--- src/rtl/srt_pkg.sv ---
package srt_pkg;
   localparam int ENTRY_BYTES = 32;
   localparam int OFS_START   = 0;
   localparam int OFS_ARG     = 8;
   localparam int OFS_ID      = 20;

   typedef enum logic [1:0] {
      SZ_BYTE = 2'd0,
      SZ_HALF = 2'd1,
      SZ_WORD = 2'd2,
      SZ_BAD  = 2'd3
   } acc_size_e;

   function automatic int lane_n(input acc_size_e sz);
      case (sz)
         SZ_BYTE: return 1;
         SZ_HALF: return 2;
         SZ_WORD: return 4;
         default: return 0;
      endcase
   endfunction

   function automatic int lane_lo(input logic [4:0] ofs, input acc_size_e sz);
      case (sz)
         SZ_HALF: return int'({ofs[4:1], 1'b0});
         SZ_WORD: return int'({ofs[4:2], 2'b00});
         default: return int'(ofs);
      endcase
   endfunction

   function automatic logic [63:0] be64(input logic [255:0] ent, input int ofs);
      logic [63:0] r;
      r = '0;
      for (int j = 0; j < 8; j++) r = {r[55:0], ent[8*(ofs+j) +: 8]};
      return r;
   endfunction

   function automatic logic [255:0] rst_image(input int idx);
      logic [255:0] img;
      logic [63:0]  v;
      img = '0;
      v   = 64'(idx);
      img[8*7 +: 8] = 8'd1;
      for (int j = 0; j < 8; j++) img[8*(OFS_ARG+7-j) +: 8] = v[8*j +: 8];
      for (int j = 0; j < 4; j++) img[8*(OFS_ID+3-j) +: 8] = v[8*j +: 8];
      return img;
   endfunction
endpackage

--- src/rtl/srt_lanes.sv ---
module srt_lanes
   import srt_pkg::*;
(
   input  logic        wr_en,
   input  logic [4:0]  ofs,
   input  logic [1:0]  size,
   input  logic [31:0] wdata,
   output logic [31:0] byte_we,
   output logic [255:0] byte_wd
);
   acc_size_e sz;
   assign sz = acc_size_e'(size);

   always_comb begin
      int n;
      int lo;
      byte_we = '0;
      byte_wd = '0;
      n  = lane_n(sz);
      lo = lane_lo(ofs, sz);
      for (int j = 0; j < 4; j++) begin
         if (wr_en && j < n) begin
            byte_we[lo+j]          = 1'b1;
            byte_wd[8*(lo+j) +: 8] = wdata[8*(n-1-j) +: 8];
         end
      end
   end
endmodule

--- src/rtl/srt_entry.sv ---
module srt_entry
   import srt_pkg::*;
#(
   parameter int IDX = 1
) (
   input  logic         clk,
   input  logic         rst_n,
   input  logic [31:0]  byte_we,
   input  logic [255:0] byte_wd,
   input  logic         stamp,
   input  logic [31:0]  stamp_id,
   output logic [255:0] ent,
   output logic [255:0] nxt
);
   localparam logic [255:0] IMG = rst_image(IDX);

   always_comb begin
      for (int k = 0; k < ENTRY_BYTES; k++)
         nxt[8*k +: 8] = byte_we[k] ? byte_wd[8*k +: 8] : ent[8*k +: 8];
   end

   always_ff @(posedge clk) begin
      if (!rst_n) begin
         ent <= IMG;
      end else begin
         ent <= nxt;
         if (stamp)
            for (int j = 0; j < 4; j++)
               ent[8*(OFS_ID+j) +: 8] <= stamp_id[8*(3-j) +: 8];
      end
   end
endmodule

--- src/rtl/srt_release.sv ---
module srt_release #(
   parameter int CORES    = 4,
   parameter int WIN_BITS = 26
) (
   input  logic             clk,
   input  logic             rst_n,
   input  logic [CORES-1:0] sel,
   input  logic [63:0]      sel_start,
   input  logic [63:0]      sel_arg,
   output logic [CORES-1:0] fire,
   output logic [CORES-1:0] wake,
   output logic [63:0]      wake_ofs,
   output logic [63:0]      wake_base,
   output logic [63:0]      wake_arg
);
   localparam logic [63:0] MASK = (64'd1 << WIN_BITS) - 64'd1;

   logic [CORES-1:0] gone_q;

   always_comb begin
      for (int i = 0; i < CORES; i++)
         fire[i] = sel[i] && !sel_start[0] && !gone_q[i];
   end

   always_ff @(posedge clk) begin
      if (!rst_n) begin
         gone_q    <= '0;
         wake      <= '0;
         wake_ofs  <= '0;
         wake_base <= '0;
         wake_arg  <= '0;
      end else begin
         wake <= fire;
         for (int i = 0; i < CORES; i++)
            if (sel[i]) gone_q[i] <= !sel_start[0];
         if (|fire) begin
            wake_ofs  <= sel_start & MASK;
            wake_base <= sel_start & ~MASK;
            wake_arg  <= sel_arg;
         end
      end
   end
endmodule

--- src/rtl/srt_release_table.sv ---
module srt_release_table
   import srt_pkg::*;
#(
   parameter int SLOTS    = 32,
   parameter int CORES    = 4,
   parameter int WIN_BITS = 26,
   localparam int SW      = $clog2(SLOTS),
   localparam int AW      = SW + 5
) (
   input  logic                clk,
   input  logic                rst_n,
   input  logic [AW-1:0]       bus_addr,
   input  logic                bus_wr,
   input  logic                bus_rd,
   input  logic [1:0]          bus_size,
   input  logic [31:0]         bus_wdata,
   output logic [31:0]         bus_rdata,
   output logic                bus_rd_err,
   input  logic [32*CORES-1:0] core_hwid,
   output logic [CORES-1:0]    wake,
   output logic [63:0]         wake_ofs,
   output logic [63:0]         wake_base,
   output logic [63:0]         wake_arg,
   output logic [63:0]         wake_size
);
   if (CORES < 2 || CORES > SLOTS) begin : g_bad_cores
      $error("CORES must lie in 2..SLOTS");
   end
   if ((1 << SW) != SLOTS) begin : g_bad_slots
      $error("SLOTS must be a power of two");
   end
   if (WIN_BITS < 1 || WIN_BITS > 63) begin : g_bad_win
      $error("WIN_BITS must lie in 1..63");
   end

   acc_size_e        sz;
   logic [SW-1:0]    slot;
   logic             wr_ok;
   logic [31:0]      byte_we;
   logic [255:0]     byte_wd;
   logic [255:0]     ent_q [SLOTS];
   logic [255:0]     nxt   [CORES];
   logic [CORES-1:0] hit;
   logic [CORES-1:0] fire;
   logic [63:0]      sel_start;
   logic [63:0]      sel_arg;

   assign sz        = acc_size_e'(bus_size);
   assign slot      = bus_addr[AW-1:5];
   assign wr_ok     = bus_wr && (sz != SZ_BAD);
   assign wake_size = 64'd1 << WIN_BITS;

   srt_lanes u_lanes (
      .wr_en   (wr_ok),
      .ofs     (bus_addr[4:0]),
      .size    (bus_size),
      .wdata   (bus_wdata),
      .byte_we (byte_we),
      .byte_wd (byte_wd)
   );

   for (genvar g = 0; g < SLOTS; g++) begin : g_slot
      if (g == 0) begin : g_boot
         assign ent_q[g] = rst_image(g);
         assign nxt[g]   = '0;
         assign hit[g]   = 1'b0;
      end else if (g < CORES) begin : g_live
         assign hit[g] = wr_ok && (slot == SW'(g));
         srt_entry #(.IDX(g)) u_ent (
            .clk      (clk),
            .rst_n    (rst_n),
            .byte_we  (byte_we & {32{hit[g]}}),
            .byte_wd  (byte_wd),
            .stamp    (fire[g]),
            .stamp_id (core_hwid[32*g +: 32]),
            .ent      (ent_q[g]),
            .nxt      (nxt[g])
         );
      end else begin : g_empty
         assign ent_q[g] = rst_image(g);
      end
   end

   always_comb begin
      sel_start = '0;
      sel_arg   = '0;
      for (int i = 1; i < CORES; i++) begin
         if (hit[i]) begin
            sel_start = be64(nxt[i], OFS_START);
            sel_arg   = be64(nxt[i], OFS_ARG);
         end
      end
   end

   srt_release #(.CORES(CORES), .WIN_BITS(WIN_BITS)) u_rel (
      .clk       (clk),
      .rst_n     (rst_n),
      .sel       (hit),
      .sel_start (sel_start),
      .sel_arg   (sel_arg),
      .fire      (fire),
      .wake      (wake),
      .wake_ofs  (wake_ofs),
      .wake_base (wake_base),
      .wake_arg  (wake_arg)
   );

   always_ff @(posedge clk) begin
      if (!rst_n) begin
         bus_rdata  <= '0;
         bus_rd_err <= 1'b0;
      end else begin
         bus_rd_err <= 1'b0;
         if (bus_rd) begin
            if (sz == SZ_BAD) begin
               bus_rdata  <= '0;
               bus_rd_err <= 1'b1;
            end else begin
               logic [31:0]  r;
               logic [255:0] e;
               int n;
               int lo;
               r  = '0;
               e  = ent_q[slot];
               n  = lane_n(sz);
               lo = lane_lo(bus_addr[4:0], sz);
               for (int j = 0; j < 4; j++)
                  if (j < n) r = {r[23:0], e[8*(lo+j) +: 8]};
               bus_rdata <= r;
            end
         end
      end
   end
endmodule

--- config.mk ---
export PLATFORM = sky130hd
export DESIGN_NAME = srt_release_table
export DESIGN_NICKNAME = d
export VERILOG_FILES = /design/src/rtl/srt_pkg.sv /design/src/rtl/srt_lanes.sv /design/src/rtl/srt_entry.sv /design/src/rtl/srt_release.sv /design/src/rtl/srt_release_table.sv
export SDC_FILE = /design/constraint.sdc
export NUM_CORES = 2
export LEC_CHECK = 0
export BUFFER_PORTS_ARGS = -buffer_cell sky130_fd_sc_hd__buf_2
export CORE_MARGIN = 5
export CORE_UTILIZATION = 45
export CTS_CLUSTER_DIAMETER = 30
export DETAILED_ROUTE_END_ITERATION = 16
export GPL_TIMING_DRIVEN = 1
export REMOVE_ABC_BUFFERS = 1
export SYNTH_ARGS = -nofsm -noshare
export SYNTH_HDL_FRONTEND = slang
export SYNTH_SLANG_ARGS = --single-unit
--- constraint.sdc ---
create_clock -name clk -period 9.17 [get_ports clk]
set_clock_uncertainty 0.1 [all_clocks]
set_input_delay 1.834 -clock clk [delete_from_list [all_inputs] [get_ports clk]]
set_output_delay 1.834 -clock clk [all_outputs]
set_load 0.01 [all_outputs]
Word level (Yosys, flattened, before mapping)
Index checks and enable logic that the tools add are counted.
- bits of input ports: 176
- register bits: 936
- bitwise logic cells: 8
- magnitude comparators: 17
- reductions and logical operators: 37
- add/subtract/negate cells: 14
- equal/unequal tests: 7
- mux-type cells: 105
- shift operators: 16
- operators with widths (kind ; number):
    two-way mux 256 bit ; 6
    binary-select mux 256 bit (select 5 bit) ; 1
    variable shift 8 x 33 -> 256 bit, first input constant ; 4
    variable part select 256 x 32 -> 8 bit ; 4
    variable part select 8 x 33 -> 256 bit ; 4
    bitwise mux 256 bit ; 3
    two-way mux 8 bit ; 61
    two-way mux 32 bit ; 14
    two-way mux 64 bit ; 6
    bitwise AND 256 bit ; 1
    variable part select 32 x 32 -> 8 bit ; 4
    negation 32 -> 33 bit ; 3
    bitwise AND 32 bit ; 3
    >= comparator 32 x 1 -> 1 bit, second input constant ; 3
    less-than comparator 32 x 7 -> 1 bit, second input constant ; 3
    OR 32 bit ; 3
    two-way mux 29 bit ; 3
    less-than comparator 3 x 32 -> 1 bit, first input constant ; 2
    adder 29 x 3 -> 29 bit, second input constant ; 2
    subtractor 29 x 3 -> 29 bit, second input constant ; 2
    negation 8 -> 33 bit ; 1
    less-than comparator 1 x 32 -> 1 bit, first input constant ; 1
    less-than comparator 2 x 32 -> 1 bit, first input constant ; 1
    adder 29 x 2 -> 29 bit, second input constant ; 1
    25 further kinds ; 68

Longest topological paths before layout
- depth after elaboration: 22
- gate-level depth with buffers: 29

By module
A second synthesis with hierarchy kept.
- cells, all modules: 7653
- area, all modules: 68618.3 um^2
- by module, submodules not included (module ; times used ; area each (um^2) ; cells an instance):
    srt_release_table ; 1 ; 20724.9 ; 2609
    srt_entry (g_slot[1].g_live.u_ent ...) ; 2 ; 10351.2 ; 867
    srt_lanes ; 1 ; 10870.4 ; 1793
    srt_entry (g_slot[3].g_live.u_ent) ; 1 ; 10331.2 ; 867
    srt_release ; 1 ; 5989.5 ; 650

Worst setup path before layout
OpenSTA, ideal clock, no wires.
- kind: input to register
- start point: in bus_size[0]
- end point: reg u_rel.wake_base[38]
- data arrival time: 7.266 ns
- stages: 25
- data required time: 9.011 ns
- path slack: 1.746 ns
- library setup time: 0.059 ns
- cell sequence: inv_1 -> ha_1 -> nand2b_1 -> buf_2 -> nand2_1 -> inv_1 -> buf_2 -> buf_2 -> buf_1 -> buf_1 -> ha_1 -> and3b_1 -> buf_6 -> mux2_4 -> a32oi_2 -> nor2_1 -> ha_1 -> nand4_1 -> nor4_1 -> nand2_1 -> o221a_2 -> a221oi_1 -> nand2_1 -> a21oi_1 -> o31a_1
- longest elaborated chain between the ends: 22
- elaborated cells on any way between the ends: 96
- RTL lines (what ; line ; source):
    from (decl) ; srt_release_table.sv:15 ; input logic [1:0] bus_size,
    branches (longest 22 deep; another with subtractor 29 x 2 -> 29 bit) ; - ;
    to (signal assigned) ; srt_release.sv:38 ; wake_base <= sel_start & ~MASK;
    to (decl) ; srt_release.sv:13 ; output logic [63:0] wake_base,
Parallel ways; which one is timed is not known.
A chain may end at the register's enable or synchronous reset.

Worst setup path in the final report
- start point: in bus_addr[1]
- end point: reg u_rel.wake_arg[63]
- longest elaborated chain between the ends: 21
- elaborated cells on any way between the ends: 74
- RTL lines (what ; line ; source):
    from (decl) ; srt_release_table.sv:12 ; input logic [AW-1:0] bus_addr,
    one-hot mux 2 bit (2 select lines) (*) ; srt_pkg.sv:24 ; case (sz)
    adder 5 x 1 -> 6 bit, or another cell as far along ; srt_lanes.sv:23, srt_lanes.sv:24 ;
    >= comparator 32 x 1 -> 1 bit (not written as such), or another cell as far along ; srt_lanes.sv:23 ; byte_we[lo+j] = 1'b1;
    logical AND 1 bit (not written as such) or two-way mux 1 bit (tied branches) ; srt_lanes.sv:23 ;
    two-way mux 1 bit (not written as such) or demux 1 bit (select 5 bit) (tied branches) ; - ;
    demux 1 bit (select 5 bit) or two-way mux 32 bit (tied branches) ; - ;
    OR 32 bit (no line) ; - ;
    two-way mux 32 bit ; srt_lanes.sv:22 ; if (wr_en && j < n) begin
    [... 2 more ...] ; - ;
    OR 32 bit (no line) ; - ;
    two-way mux 32 bit ; srt_lanes.sv:22 ;
    bitwise AND 32 bit ; srt_release_table.sv:72 ; .byte_we (byte_we & {32{hit[g]}}),
    two-way mux 8 bit ; srt_entry.sv:19 ; nxt[8*k +: 8] = byte_we[k] ? byte_wd[8*k +: 8] : ent[8*k +: 8];
    two-way mux 64 bit (3 in a row) ; srt_release_table.sv:88 ; if (hit[i]) begin
    zero test 1 bit ; - ;
    logical AND 1 bit (2 in a row) ; srt_release.sv:22 ; fire[i] = sel[i] && !sel_start[0] && !gone_q[i];
    OR reduction 3 bit ; srt_release.sv:36 ; if (|fire) begin
    to (signal assigned) ; srt_release.sv:39 ; wake_arg <= sel_arg;
    to (decl) ; srt_release.sv:14 ; output logic [63:0] wake_arg
Every way passes the cells marked *; elsewhere a longest branch is shown, timed or not.

==> results.rst <==
.. list-table::
   :header-rows: 1

   * - Metric
     - Value
   * - VDD IR-drop max
     - ~0.25 mV
   * - Share of synthesized area occupied by flip-flops and latches
     - 30.4%
   * - Part of the total power dissipated in sequential elements
     - 30.0%
   * - Max stage delay cell, worst path
     - sky130_fd_sc_hd__o31ai_1
   * - Total of buffers placed on input and output ports
     - 307
   * - Required time of the critical path
     - 9.89 ns
   * - End of the worst register-to-register path
     - bus_rdata[1]$_SDFFE_PN0P_
   * - Final period util
     - 81.9%
   * - Type of element launching the critical path
     - input pin
   * - Final Setup Violations
     - 0
   * - Overall overflow remaining after global route
     - 0
   * - CP dominant cell by count
     - sky130_fd_sc_hd__ha_1
   * - Worst path max stage delay
     - 1.34 ns
   * - Clock tree from TritonCTS
     - yes
   * - Most instantiated library cell after synthesis
     - sky130_fd_sc_hd__nand2_1
   * - Die height
     - 380 µm
   * - Violations in the final reports
     - capacitance limit, slew limit
   * - Cell family contributing the most delay on the critical path
     - compound AO/OA/AOI/OAI gates
   * - Standby leakage power
     - 26.0 nW
   * - Number of placed instances with taps included
     - 9692
   * - PostCTS Resize Cnt
     - 0
   * - Via count of the first global-routing pass
     - approximately 67000
   * - Chip width
     - 380 µm
   * - F_max
     - 0.133 GHz
   * - Setup Crit Path Kind
     - input pin to register
   * - Most frequent cells after synthesis
     - sky130_fd_sc_hd__nand2_1, sky130_fd_sc_hd__dfxtp_1, sky130_fd_sc_hd__nor2_1
   * - Clock buffers created by TritonCTS
     - 202
   * - Fraction of final layout cells with drive strength greater than 1
     - around 18%
   * - Number of gates on the worst path with buffers counted
     - 15
   * - Total wirelength of the detailed-routed design
     - 396 mm
   * - Count of pins on the block boundary
     - 469
   * - Yosys warning count
     - 0
   * - Clock-pin slew on the worst setup and hold paths
     - ~0.050 ns
   * - EDFF count, synth
     - 0
   * - Number of maximum-capacitance violations
     - 7
   * - Worst setup slack before clock tree synthesis
     - between 1 and 1.5 ns
   * - Total Die Area
     - approximately 140000 µm²
   * - Most frequently used flop master after synthesis
     - sky130_fd_sc_hd__dfxtp_1
   * - Core region area
     - ~140000 µm²
   * - Count of pins over their slew limit
     - 29
   * - Maximum number of pins on one net before global-route repair
     - 213
   * - Largest buffer count on any clock path
     - 3
   * - Clock latency on the worst-skew pair
     - 0.90 ns
   * - Endpoint type of the worst setup path
     - register
   * - Drt pass-1 iters
     - 9
   * - Data arrival time of the worst path
     - ~8.2 ns
   * - Global-route wire length before repair
     - approximately 530 mm
   * - Worst-path maximum fanout
     - 35
   * - Avg Synthesized Cell Area
     - between 7 and 8 µm²
   * - Worst Tran Pin Value
     - 1.58 ns
   * - Clock sinks
     - a little over 900
   * - Net switching power of the design
     - 4.10 mW
   * - Initial core utilization
     - 45.4%
   * - Pint
     - ~9.6 mW
   * - Max_slew headroom
     - -5.28%
   * - Async set-reset flop share out of synthesis
     - 0%
   * - Total Routing Usage GR
     - around half
   * - Count of standard-cell rows
     - 135
   * - HPWL Detailed
     - between 200 and 300 mm
   * - End point of the critical path
     - u_rel.wake_arg[63]$_SDFFE_PN0P_
   * - Setup slack of the most critical reg-to-reg path
     - 4.99 ns
   * - Number of antenna violations at the first check in global routing
     - 42
   * - Critical Path, Cell by Cell
     - buf_2 > nand2_2 > inv_2 > ha_1 > buf_4 > and3_1 > inv_1 > ha_1 > o21ai_1 > a21oi_2 > o211ai_1 > o31ai_1 > mux2i_1 > o221ai_1 > o211a_1
   * - Remaining antenna violation count
     - 0
   * - Final Wtd Congestion
     - about 1.2
   * - Buffers inserted during post-CTS setup optimization
     - 0
   * - H-tree depth
     - 4
   * - Nets
     - around 8300
   * - Type of the most critical hold path
     - register to register
   * - Top post-synthesis cells by area
     - sky130_fd_sc_hd__dfxtp_1, sky130_fd_sc_hd__nand2_1, sky130_fd_sc_hd__mux2i_1
   * - Switching portion of total power
     - about 30%
   * - Result of the run
     - finished with violations
   * - Cell taking the most area after synthesis
     - sky130_fd_sc_hd__dfxtp_1
   * - Number of buffer and inverter instances along the worst setup path
     - 4
   * - Iter 0 DRT Violations
     - about 13000
   * - Worst reg2reg path startpoint
     - g_slot[3].g_live.u_ent.ent[241]$_SDFFE_PN0P_
   * - PD cells
     - 189 nW/µm²
   * - Post-synth cell types
     - 120
   * - Buffer cell driving the clock tree root
     - sky130_fd_sc_hd__clkbuf_16
   * - Post-synthesis sequential element count
     - slightly above 900
   * - Launch point of the critical path
     - bus_addr[1]
   * - Area overhead of the layout relative to synthesis
     - 17.6%
   * - Final Critical Period
     - between 7 and 8 ns
   * - Portion of total power attributed to the clock network
     - 56.9%
   * - Number of cell instances on the worst register-to-register path
     - 10
   * - Synthesized cell area
     - between 60000 and 70000 µm²
   * - Routed wirelength normalized by instance count
     - 39.2 µm
   * - Via density per instance
     - 7.24
   * - Mapped Cells
     - 7940
   * - Post-route non-filler standard cell count
     - 10114
   * - Setup repair after global routing missed its margin
     - no
   * - Part of the power in combinational logic
     - 13.1%
   * - Endpoints failing hold
     - 0
   * - Share of the synthesized area in the top cell type
     - 30.4%
   * - Number of remaining DRC errors
     - 0
   * - Via count of the routed design
     - 73180
   * - CTS hold repair buffers
     - 0
   * - Post-route setup slack
     - between 1.5 and 2 ns
==> logic make-up after synthesis <==
family | count (synthesis) | synth area share [%]
AO/OA/AOI/OAI | 2719 | 29.8
XOR/XNOR | 8 | 0.138
adder cells (fa/ha/maj) | 10 | 0.203
buffers and inverters | 814 | 6.40
flip-flops | 935 | 30.4
multiplexers | 727 | 14.0
other | 2 | 0.0122
AND/OR/NAND/NOR | 2725 | 19.0
==> through the flow <==
stage / utilization, % / area [µm²] / TNS, ns / power [mW] / hold slack, ns
2_1_floorplan: - / 58200 / -3899.38 / 4.94 / 0.320
3_3_place_gp: 47.8 / 64800 / 0 / 5.83 / 0.328
5_1_grt: 53.3 / 72300 / 0 / 13.9 / 0.360
6_report: 53.3 / 72300 / 0 / 13.7 / 0.347
4_1_cts: 53.2 / 72200 / 0 / 13.5 / 0.347
3_5_place_dp: 47.8 / 64800 / 0 / 5.83 / 0.341
==> state kept, by name (all words and copies together), names as in the netlist <==
name,count
u_rel.wake,3
u_rel.wake_ofs,26
u_rel.gone_q,3
bus_rdata,32
u_rel.wake_arg,64
g_slot.g_live.u_ent.ent,768
bus_rd_err,1
u_rel.wake_base,38
==> layout by cell type, fill, tap and decap left out, drive strengths merged, types with 135 or more instances in the layout <==
cell | Yosys | final
mux2i | 386 | 386
mux2 | 261 | 261
a221oi | 135 | 135
a211oi | 233 | 233
nor2 | 872 | 872
a21oi | 645 | 645
a22oi | 245 | 245
o22ai | 269 | 269
dfxtp | 935 | 935
nand2 | 1202 | 1202
nor3 | 176 | 176
buf | 414 | 627
clkbuf | 367 | 249
nand3 | 159 | 159
o21ai | 507 | 507
==> power groups by stage <==
| stage | Clock (mW) | Sequential (mW) | Combinational (mW) |
|---|---|---|---|
| floorplan | 0 | 4.19 | 0.757 |
| global placement | 0 | 4.18 | 1.64 |
| detailed placement | 0 | 4.19 | 1.64 |
| CTS | 7.78 | 4.11 | 1.65 |
| global route | 8.02 | 4.10 | 1.75 |
| finish | 7.80 | 4.11 | 1.80 |
==> tightest hold or removal path: cells and delay by family, from the launching register on <==
kind	cells	cell delay, ns
flops	1	0.30
simple gates	1	0.05
compound gates	1	0.05
==> area by class of cell <==
cell class / instances / area [µm²]
Clock buffer: 248 / 5460
Clock inverter: 135 / 1950
Sequential cell: 935 / 18700
Timing Repair Buffer: 628 / 4180
Inverter: 33 / 131
Tap cell: 1781 / 2230
Multi-Input combinational cell: 6318 / 39600
Antenna cell: 36 / 90.1
Fill cell: 12800 / 63300
==> worst min path at each step <==
stage / slack (ns) / endpoint / from / depth (start not counted)
floorplan: 0.32 / g_slot[3].g_live.u_ent.ent[152]$_SDFFE_PN0P_ / g_slot[3].g_live.u_ent.ent[152]$_SDFFE_PN0P_ / 2
CTS: 0.35 / g_slot[1].g_live.u_ent.ent[95]$_SDFF_PN0_ / g_slot[1].g_live.u_ent.ent[95]$_SDFF_PN0_ / 2
detailed placement: 0.34 / g_slot[1].g_live.u_ent.ent[95]$_SDFF_PN0_ / g_slot[1].g_live.u_ent.ent[95]$_SDFF_PN0_ / 2
global placement: 0.33 / g_slot[3].g_live.u_ent.ent[155]$_SDFFE_PN0P_ / g_slot[3].g_live.u_ent.ent[155]$_SDFFE_PN0P_ / 2
global route: 0.36 / g_slot[3].g_live.u_ent.ent[80]$_SDFF_PN0_ / g_slot[3].g_live.u_ent.ent[80]$_SDFF_PN0_ / 2
finish: 0.35 / g_slot[1].g_live.u_ent.ent[81]$_SDFF_PN0_ / g_slot[1].g_live.u_ent.ent[81]$_SDFF_PN0_ / 2
==> layer usage <==
metal  vias to the layer above  GRT usage (%)  share of wire, %
met5                         -          0.471             0.062
met1                     35556           61.2                35
met3                      1527           23.6                15
met4                        18           42.3                10
met2                      6189           71.1                39
li1                      29890              -                 -
Power figures use the tool's default switching activity.
